$ cat config.mk
export PLATFORM = sky130hd
export DESIGN_NAME = i2cx_expander
export DESIGN_NICKNAME = d
export VERILOG_FILES = /design/src/rtl/i2cx_pkg.sv /design/src/rtl/i2cx_sync.sv /design/src/rtl/i2cx_ctrl.sv /design/src/rtl/i2cx_dpath.sv /design/src/rtl/i2cx_expander.sv
export SDC_FILE = /design/constraint.sdc
export NUM_CORES = 1
export LEC_CHECK = 0
export ABC_AREA = 1
export BUFFER_PORTS_ARGS = -buffer_cell sky130_fd_sc_hd__buf_4
export CAP_MARGIN = 30
export CORE_MARGIN = 2
export CORE_UTILIZATION = 55
export DETAILED_ROUTE_END_ITERATION = 7
export GPL_TIMING_DRIVEN = 0
export PLACE_DENSITY = 0.74
export SLEW_MARGIN = 20
export SYNTH_ARGS = -nofsm -noshare
export SYNTH_HDL_FRONTEND = slang
export SYNTH_HIERARCHICAL = 1
export SYNTH_SLANG_ARGS = --single-unit
$ cat constraint.sdc
create_clock -name clk -period 2.15 [get_ports clk]
set_clock_uncertainty 0.15 [all_clocks]
set_input_delay 0 -clock clk [delete_from_list [all_inputs] [get_ports clk]]
set_output_delay 0 -clock clk [all_outputs]
set_load 0.03 [all_outputs]
$ cat src/rtl/i2cx_pkg.sv
package i2cx_pkg;
  localparam int BYTE_W = 8;
  localparam int ADDR_W = 7;

  typedef enum logic [2:0] {
    ST_IDLE,
    ST_ADDR,
    ST_ADDR_ACK,
    ST_WR,
    ST_WR_ACK,
    ST_RD,
    ST_RD_ACK,
    ST_WAIT
  } busState_t;

  // strobes from control to datapath, one cycle wide
  typedef struct packed {
    logic sampleBit;  // shift one received bit in
    logic loadTx;     // sample port into transmit register
    logic shiftTx;    // advance transmit register
    logic commitOut;  // copy received byte to port latch
  } strobe_t;
endpackage

$ cat src/rtl/i2cx_sync.sv
module i2cx_sync #(
  parameter int WIDTH = 1,
  parameter int STAGES = 2,
  parameter logic [WIDTH-1:0] RST_VAL = '1
) (
  input  logic             clk,
  input  logic             rstN,
  input  logic [WIDTH-1:0] d,
  output logic [WIDTH-1:0] q
);
  for (genvar s = 0; s < STAGES; s++) begin : g_stage
    logic [WIDTH-1:0] r;
    if (s == 0) begin : g_first
      always_ff @(posedge clk or negedge rstN)
        if (!rstN) r <= RST_VAL;
        else r <= d;
    end else begin : g_next
      always_ff @(posedge clk or negedge rstN)
        if (!rstN) r <= RST_VAL;
        else r <= g_stage[s-1].r;
    end
  end
  assign q = g_stage[STAGES-1].r;
endmodule

$ cat src/rtl/i2cx_ctrl.sv
module i2cx_ctrl
  import i2cx_pkg::*;
#(
  parameter int SYNC_STAGES = 2
) (
  input  logic    clk,
  input  logic    rstN,
  input  logic    sclIn,
  input  logic    sdaIn,
  input  logic    addrHit,
  input  logic    rwBit,
  output strobe_t strb,
  output logic    ackDrive,
  output logic    txActive,
  output logic    sclSync,
  output logic    sdaSync,
  output logic    stopEv
);
  localparam int CNT_W = $clog2(BYTE_W + 1);
  localparam logic [CNT_W-1:0] FULL = CNT_W'(BYTE_W);

  busState_t state;
  logic [CNT_W-1:0] bitCnt;
  logic sclPrev, sdaPrev, masterAck;
  logic sclRise, sclFall, startEv, byteDone;

  i2cx_sync #(.WIDTH(2), .STAGES(SYNC_STAGES), .RST_VAL(2'b11)) busSync_i (
    .clk(clk), .rstN(rstN), .d({sclIn, sdaIn}), .q({sclSync, sdaSync})
  );

  always_ff @(posedge clk or negedge rstN)
    if (!rstN) begin
      sclPrev <= 1'b1;
      sdaPrev <= 1'b1;
    end else begin
      sclPrev <= sclSync;
      sdaPrev <= sdaSync;
    end

  assign sclRise  = sclSync & ~sclPrev;
  assign sclFall  = ~sclSync & sclPrev;
  assign startEv  = sclSync & sclPrev & sdaPrev & ~sdaSync;
  assign stopEv   = sclSync & sclPrev & ~sdaPrev & sdaSync;
  assign byteDone = (bitCnt == FULL);

  always_comb begin
    strb = '0;
    strb.sampleBit = sclRise && (state == ST_ADDR || state == ST_WR);
    strb.commitOut = sclRise && state == ST_WR_ACK;
    strb.loadTx    = sclFall && ((state == ST_ADDR_ACK && rwBit) ||
                                 (state == ST_RD_ACK && masterAck));
    strb.shiftTx   = sclFall && state == ST_RD && !byteDone;
  end

  always_ff @(posedge clk or negedge rstN)
    if (!rstN) begin
      state     <= ST_IDLE;
      bitCnt    <= '0;
      ackDrive  <= 1'b0;
      txActive  <= 1'b0;
      masterAck <= 1'b0;
    end else if (startEv) begin
      state    <= ST_ADDR;
      bitCnt   <= '0;
      ackDrive <= 1'b0;
      txActive <= 1'b0;
    end else if (stopEv) begin
      state    <= ST_IDLE;
      ackDrive <= 1'b0;
      txActive <= 1'b0;
    end else begin
      case (state)
        ST_ADDR, ST_WR: begin
          if (sclRise) bitCnt <= bitCnt + 1'b1;
          if (sclFall && byteDone) begin
            if (state == ST_WR) begin
              state    <= ST_WR_ACK;
              ackDrive <= 1'b1;
            end else if (addrHit) begin
              state    <= ST_ADDR_ACK;
              ackDrive <= 1'b1;
            end else begin
              state <= ST_WAIT;
            end
          end
        end
        ST_ADDR_ACK, ST_WR_ACK: begin
          if (sclFall) begin
            ackDrive <= 1'b0;
            bitCnt   <= '0;
            if (state == ST_ADDR_ACK && rwBit) begin
              state    <= ST_RD;
              txActive <= 1'b1;
            end else begin
              state <= ST_WR;
            end
          end
        end
        ST_RD: begin
          if (sclRise) bitCnt <= bitCnt + 1'b1;
          if (sclFall && byteDone) begin
            state    <= ST_RD_ACK;
            txActive <= 1'b0;
          end
        end
        ST_RD_ACK: begin
          if (sclRise) masterAck <= ~sdaSync;
          if (sclFall) begin
            bitCnt <= '0;
            if (masterAck) begin
              state    <= ST_RD;
              txActive <= 1'b1;
            end else begin
              state <= ST_WAIT;
            end
          end
        end
        default: ;
      endcase
    end
endmodule

$ cat src/rtl/i2cx_dpath.sv
module i2cx_dpath
  import i2cx_pkg::*;
#(
  parameter int SYNC_STAGES = 2,
  parameter int STRAP_W = 3,
  parameter logic [ADDR_W-STRAP_W-1:0] ADDR_HI = 4'b0100
) (
  input  logic               clk,
  input  logic               rstN,
  input  strobe_t            strb,
  input  logic               sdaBit,
  input  logic [STRAP_W-1:0] strap,
  input  logic [BYTE_W-1:0]  portIn,
  output logic               addrHit,
  output logic               rwBit,
  output logic               txMsb,
  output logic [BYTE_W-1:0]  portSync,
  output logic [BYTE_W-1:0]  portOut,
  output logic               intN
);
  logic [BYTE_W-1:0] rxShift, txShift, refVal;
  logic irq, portAccess;

  i2cx_sync #(.WIDTH(BYTE_W), .STAGES(SYNC_STAGES), .RST_VAL('1)) portSync_i (
    .clk(clk), .rstN(rstN), .d(portIn), .q(portSync)
  );

  assign addrHit    = (rxShift[BYTE_W-1:1] == {ADDR_HI, strap});
  assign rwBit      = rxShift[0];
  assign txMsb      = txShift[BYTE_W-1];
  assign portAccess = strb.loadTx | strb.commitOut;
  assign intN       = ~irq;

  always_ff @(posedge clk or negedge rstN)
    if (!rstN) rxShift <= '0;
    else if (strb.sampleBit) rxShift <= {rxShift[BYTE_W-2:0], sdaBit};

  always_ff @(posedge clk or negedge rstN)
    if (!rstN) txShift <= '1;
    else if (strb.loadTx) txShift <= portSync;
    else if (strb.shiftTx) txShift <= {txShift[BYTE_W-2:0], 1'b1};

  always_ff @(posedge clk or negedge rstN)
    if (!rstN) portOut <= '1;
    else if (strb.commitOut) portOut <= rxShift;

  always_ff @(posedge clk or negedge rstN)
    if (!rstN) begin
      refVal <= '1;
      irq    <= 1'b0;
    end else if (portAccess) begin
      refVal <= portSync;
      irq    <= 1'b0;
    end else begin
      irq <= (portSync != refVal);
    end
endmodule

$ cat src/rtl/i2cx_expander.sv
module i2cx_expander
  import i2cx_pkg::*;
#(
  parameter int SYNC_STAGES = 2,
  parameter int STRAP_W = 3
) (
  input  logic               clk,
  input  logic               rstN,
  input  logic               sclIn,
  input  logic               sdaIn,
  output logic               sdaPullDn,
  input  logic [STRAP_W-1:0] strap,
  input  logic [BYTE_W-1:0]  portIn,
  output logic [BYTE_W-1:0]  portOut,
  output logic               intN
);
  strobe_t strb;
  logic ackDrive, txActive, sclSync, sdaSync, stopEv;
  logic addrHit, rwBit, txMsb;
  logic [BYTE_W-1:0] portSync;

  i2cx_ctrl #(.SYNC_STAGES(SYNC_STAGES)) ctrl_i (
    .clk(clk), .rstN(rstN), .sclIn(sclIn), .sdaIn(sdaIn),
    .addrHit(addrHit), .rwBit(rwBit), .strb(strb),
    .ackDrive(ackDrive), .txActive(txActive),
    .sclSync(sclSync), .sdaSync(sdaSync), .stopEv(stopEv)
  );

  i2cx_dpath #(.SYNC_STAGES(SYNC_STAGES), .STRAP_W(STRAP_W)) dpath_i (
    .clk(clk), .rstN(rstN), .strb(strb), .sdaBit(sdaSync),
    .strap(strap), .portIn(portIn), .addrHit(addrHit), .rwBit(rwBit),
    .txMsb(txMsb), .portSync(portSync), .portOut(portOut), .intN(intN)
  );

  assign sdaPullDn = ackDrive | (txActive & ~txMsb);
endmodule

==> impl_results.md <==
- Area of the multi-input gates: 1020 um2
- Syn Area/Cell: 8.95 um2
- Final Slew Violations: 0
- Max Root-Sink Buffers: 2
- IO Count: 25
- Worst min path class: input pin to asynchronous set/reset pin
- Post-DP HPWL: 3630 um
- Reg2reg start: ctrl_i/sclPrev
- Leak pwr: 1.76 nW
- Layout cell share with drive strength beyond 1: 31.8%
- Post-CTS Setup Inserts: 0
- Post-Syn Nets: 350
- Vias per cell: 4.91
- Post-Route WL: 5350 um
- Worst-Margin Slew: 0.771 ns
- Worst endpoint required time: 2.26 ns
- Routed wire per std cell: 11.8 um
- DR DRC count: 0
- Placed Area: 3250 um2
- WHS: 0.124 ns
- Vias in the first global route: 2111
- Finished Layout Cells: 454
- Final min period: 1.97 ns
- Design area: 3550 um2
- Clock Sink Count: 65
- Placer Congestion: 0.864
- # rows: 26
- Die ar.: 6030 um2
- Filler cells: 427
- RSZ-0062 raised after global routing: no
- Critical-path maximum fanout: 8
- H-tree depth: 3
- Max-cap violation count: 0
- Final Hold Vio Count: 0
- DR iter-0 viols: 96
- Placeable Area: 5170 um2
- CTS buffer count: 9
- NumNets Final: 396
- ANT nets after route: 0
- Worst-path clk slew: 0.08 ns
- Cell count after synthesis: 333
- Power Dens Cells: 1330 nW/um2
- Seq. cell area: 1680 um2
- Run status: completed
- Largest net degree at the start of global routing: 66
- Most common cell after layout, fill and taps aside: nand2_1
- Most frequent cells in the layout: 83 x nand2_1, 46 x dfstp_2, 44 x inv_1
- Routed via count: 2230
- Port Buffers: 24
- First-pass GRT wire length: 9270 um
- CP endpoint kind: flip-flop
- Arrival time worst endpoint: 2.08 ns
- Initial antenna violation count: 0
- Die span in x: 77.6 um
- Clock Latency Late Sink: 0.34 ns
- CP Launch Type: flip-flop
- # setup viols final: 0
- Slew HR: 48.6%
- Final period util: 91.6%
- WS Path Type: flip-flop to flip-flop
- TritonRoute pass-1 iters: 4
- Remaining Overflow, GRT: 0
- Area Overhead vs Synth: 19.0%
- CTS tree: built
- Starting density of the core: 57.6%
- Synth Warn #: 6
- Slowest cell on crit path: dfstp_2
- Fmax: 508 MHz
- Crit. Startpoint: ctrl_i/sclPrev
- Post-Syn Area: 2980 um2
- Root Buffer: clkbuf_8
- Setup TNS: 0 ns
- Gr usage total: 19.8%
- Antenna cells: 0
- Critical path's largest stage delay: 0.53 ns
- VDD IR max: 0.834 mV
- Crit path cell chain: inv_1 -> nor2_2 -> inv_1 -> nor3_1 -> inv_2 -> nand2_8 -> inv_2 -> a21oi_2 -> o21ai_1 -> o21ai_1
- Cells after DPL: 427
- Die Y-Extent: 77.6 um
[per-stage QoR]
stage | worst slack, ns | util, % | power, W
finish | 0.182 | 68.6 | 0.00473
global route | 0.0253 | 68.6 | 0.00509
CTS | 0.178 | 68.6 | 0.00476
detailed placement | 0.202 | 62.8 | 0.00374
global placement | 0.210 | 62.8 | 0.00368
floorplan | 0.470 | - | 0.00329
[cell type report]
type / count / area share (%)
Multi-Input combinational cell: 207 / 28.7
Clock inverter: 5 / 1.62
Inverter: 53 / 5.75
Tap cell: 70 / 2.47
Timing Repair Buffer: 35 / 8.18
Sequential cell: 65 / 47.5
Clock buffer: 11 / 3.70
Buffer: 8 / 2.15
[timing repair]
| item | CTS | global route |
|---|---|---|
| endpoints found under the hold margin | 29 | 0 |
| hold buffers | 11 | 0 |
| gates resized for setup | 0 | 1 |
| endpoints found under the setup margin | 0 | 1 |
[per-layer routing]
layer  vias up  global-route usage (%)  share of wire, %
met5         -                       0                 0
met4         0                    8.04               1.7
li1       1140                       -                 -
met2        37                    32.4                49
met1      1045                    25.2                46
met3         8                    5.23               3.5
[worst max-delay path, delay by kind of cell, from the launching register on]
| family | cells | cell delay (ns) |
|---|---|---|
| buf+inv | 4 | 0.38 |
| flops | 1 | 0.53 |
| compound gates | 3 | 0.22 |
| simple gates | 3 | 0.61 |
[path summary, 6_finish.rpt]
| path | cells past startpoint | slack (ns) | end |
|---|---|---|---|
| max in group asynchronous | 2 | 1.21 | ctrl_i/bitCnt[2] |
| min in group clk | 2 | 0.16 | ctrl_i/busSync_i/g_stage[0].r[0] |
| setup reg to reg | 10 | 0.18 | dpath_i/txShift[6] |
| hold reg to reg | 0 | 0.20 | dpath_i/portSync_i/q[2] |
| setup / recovery | 10 | 0.18 | dpath_i/txShift[6] |
| hold / removal | 2 | 0.12 | dpath_i/irq |
[power by group]
part           switching [W]  internal [W]
clock network       0.000454      0.000536
registers           0.000221       0.00177
logic                0.00108      0.000663
[sequential cells by signal (all words and copies together) (netlist names)]
name and count:
ctrl_i/ackDrive 1, dpath_i/irq 1, dpath_i/portOut 8, ctrl_i/sclPrev 1, ctrl_i/busSync_i/q 2, ctrl_i/txActive 1, ctrl_i/state 3, ctrl_i/sdaPrev 1
ctrl_i/masterAck 1, ctrl_i/busSync_i/g_stage.r 2, ctrl_i/bitCnt 4, dpath_i/portSync_i/q 8, dpath_i/refVal 8, dpath_i/portSync_i/g_stage.r 8, dpath_i/rxShift 8, dpath_i/txShift 8
No activity file was read; power rests on OpenSTA's default activity.
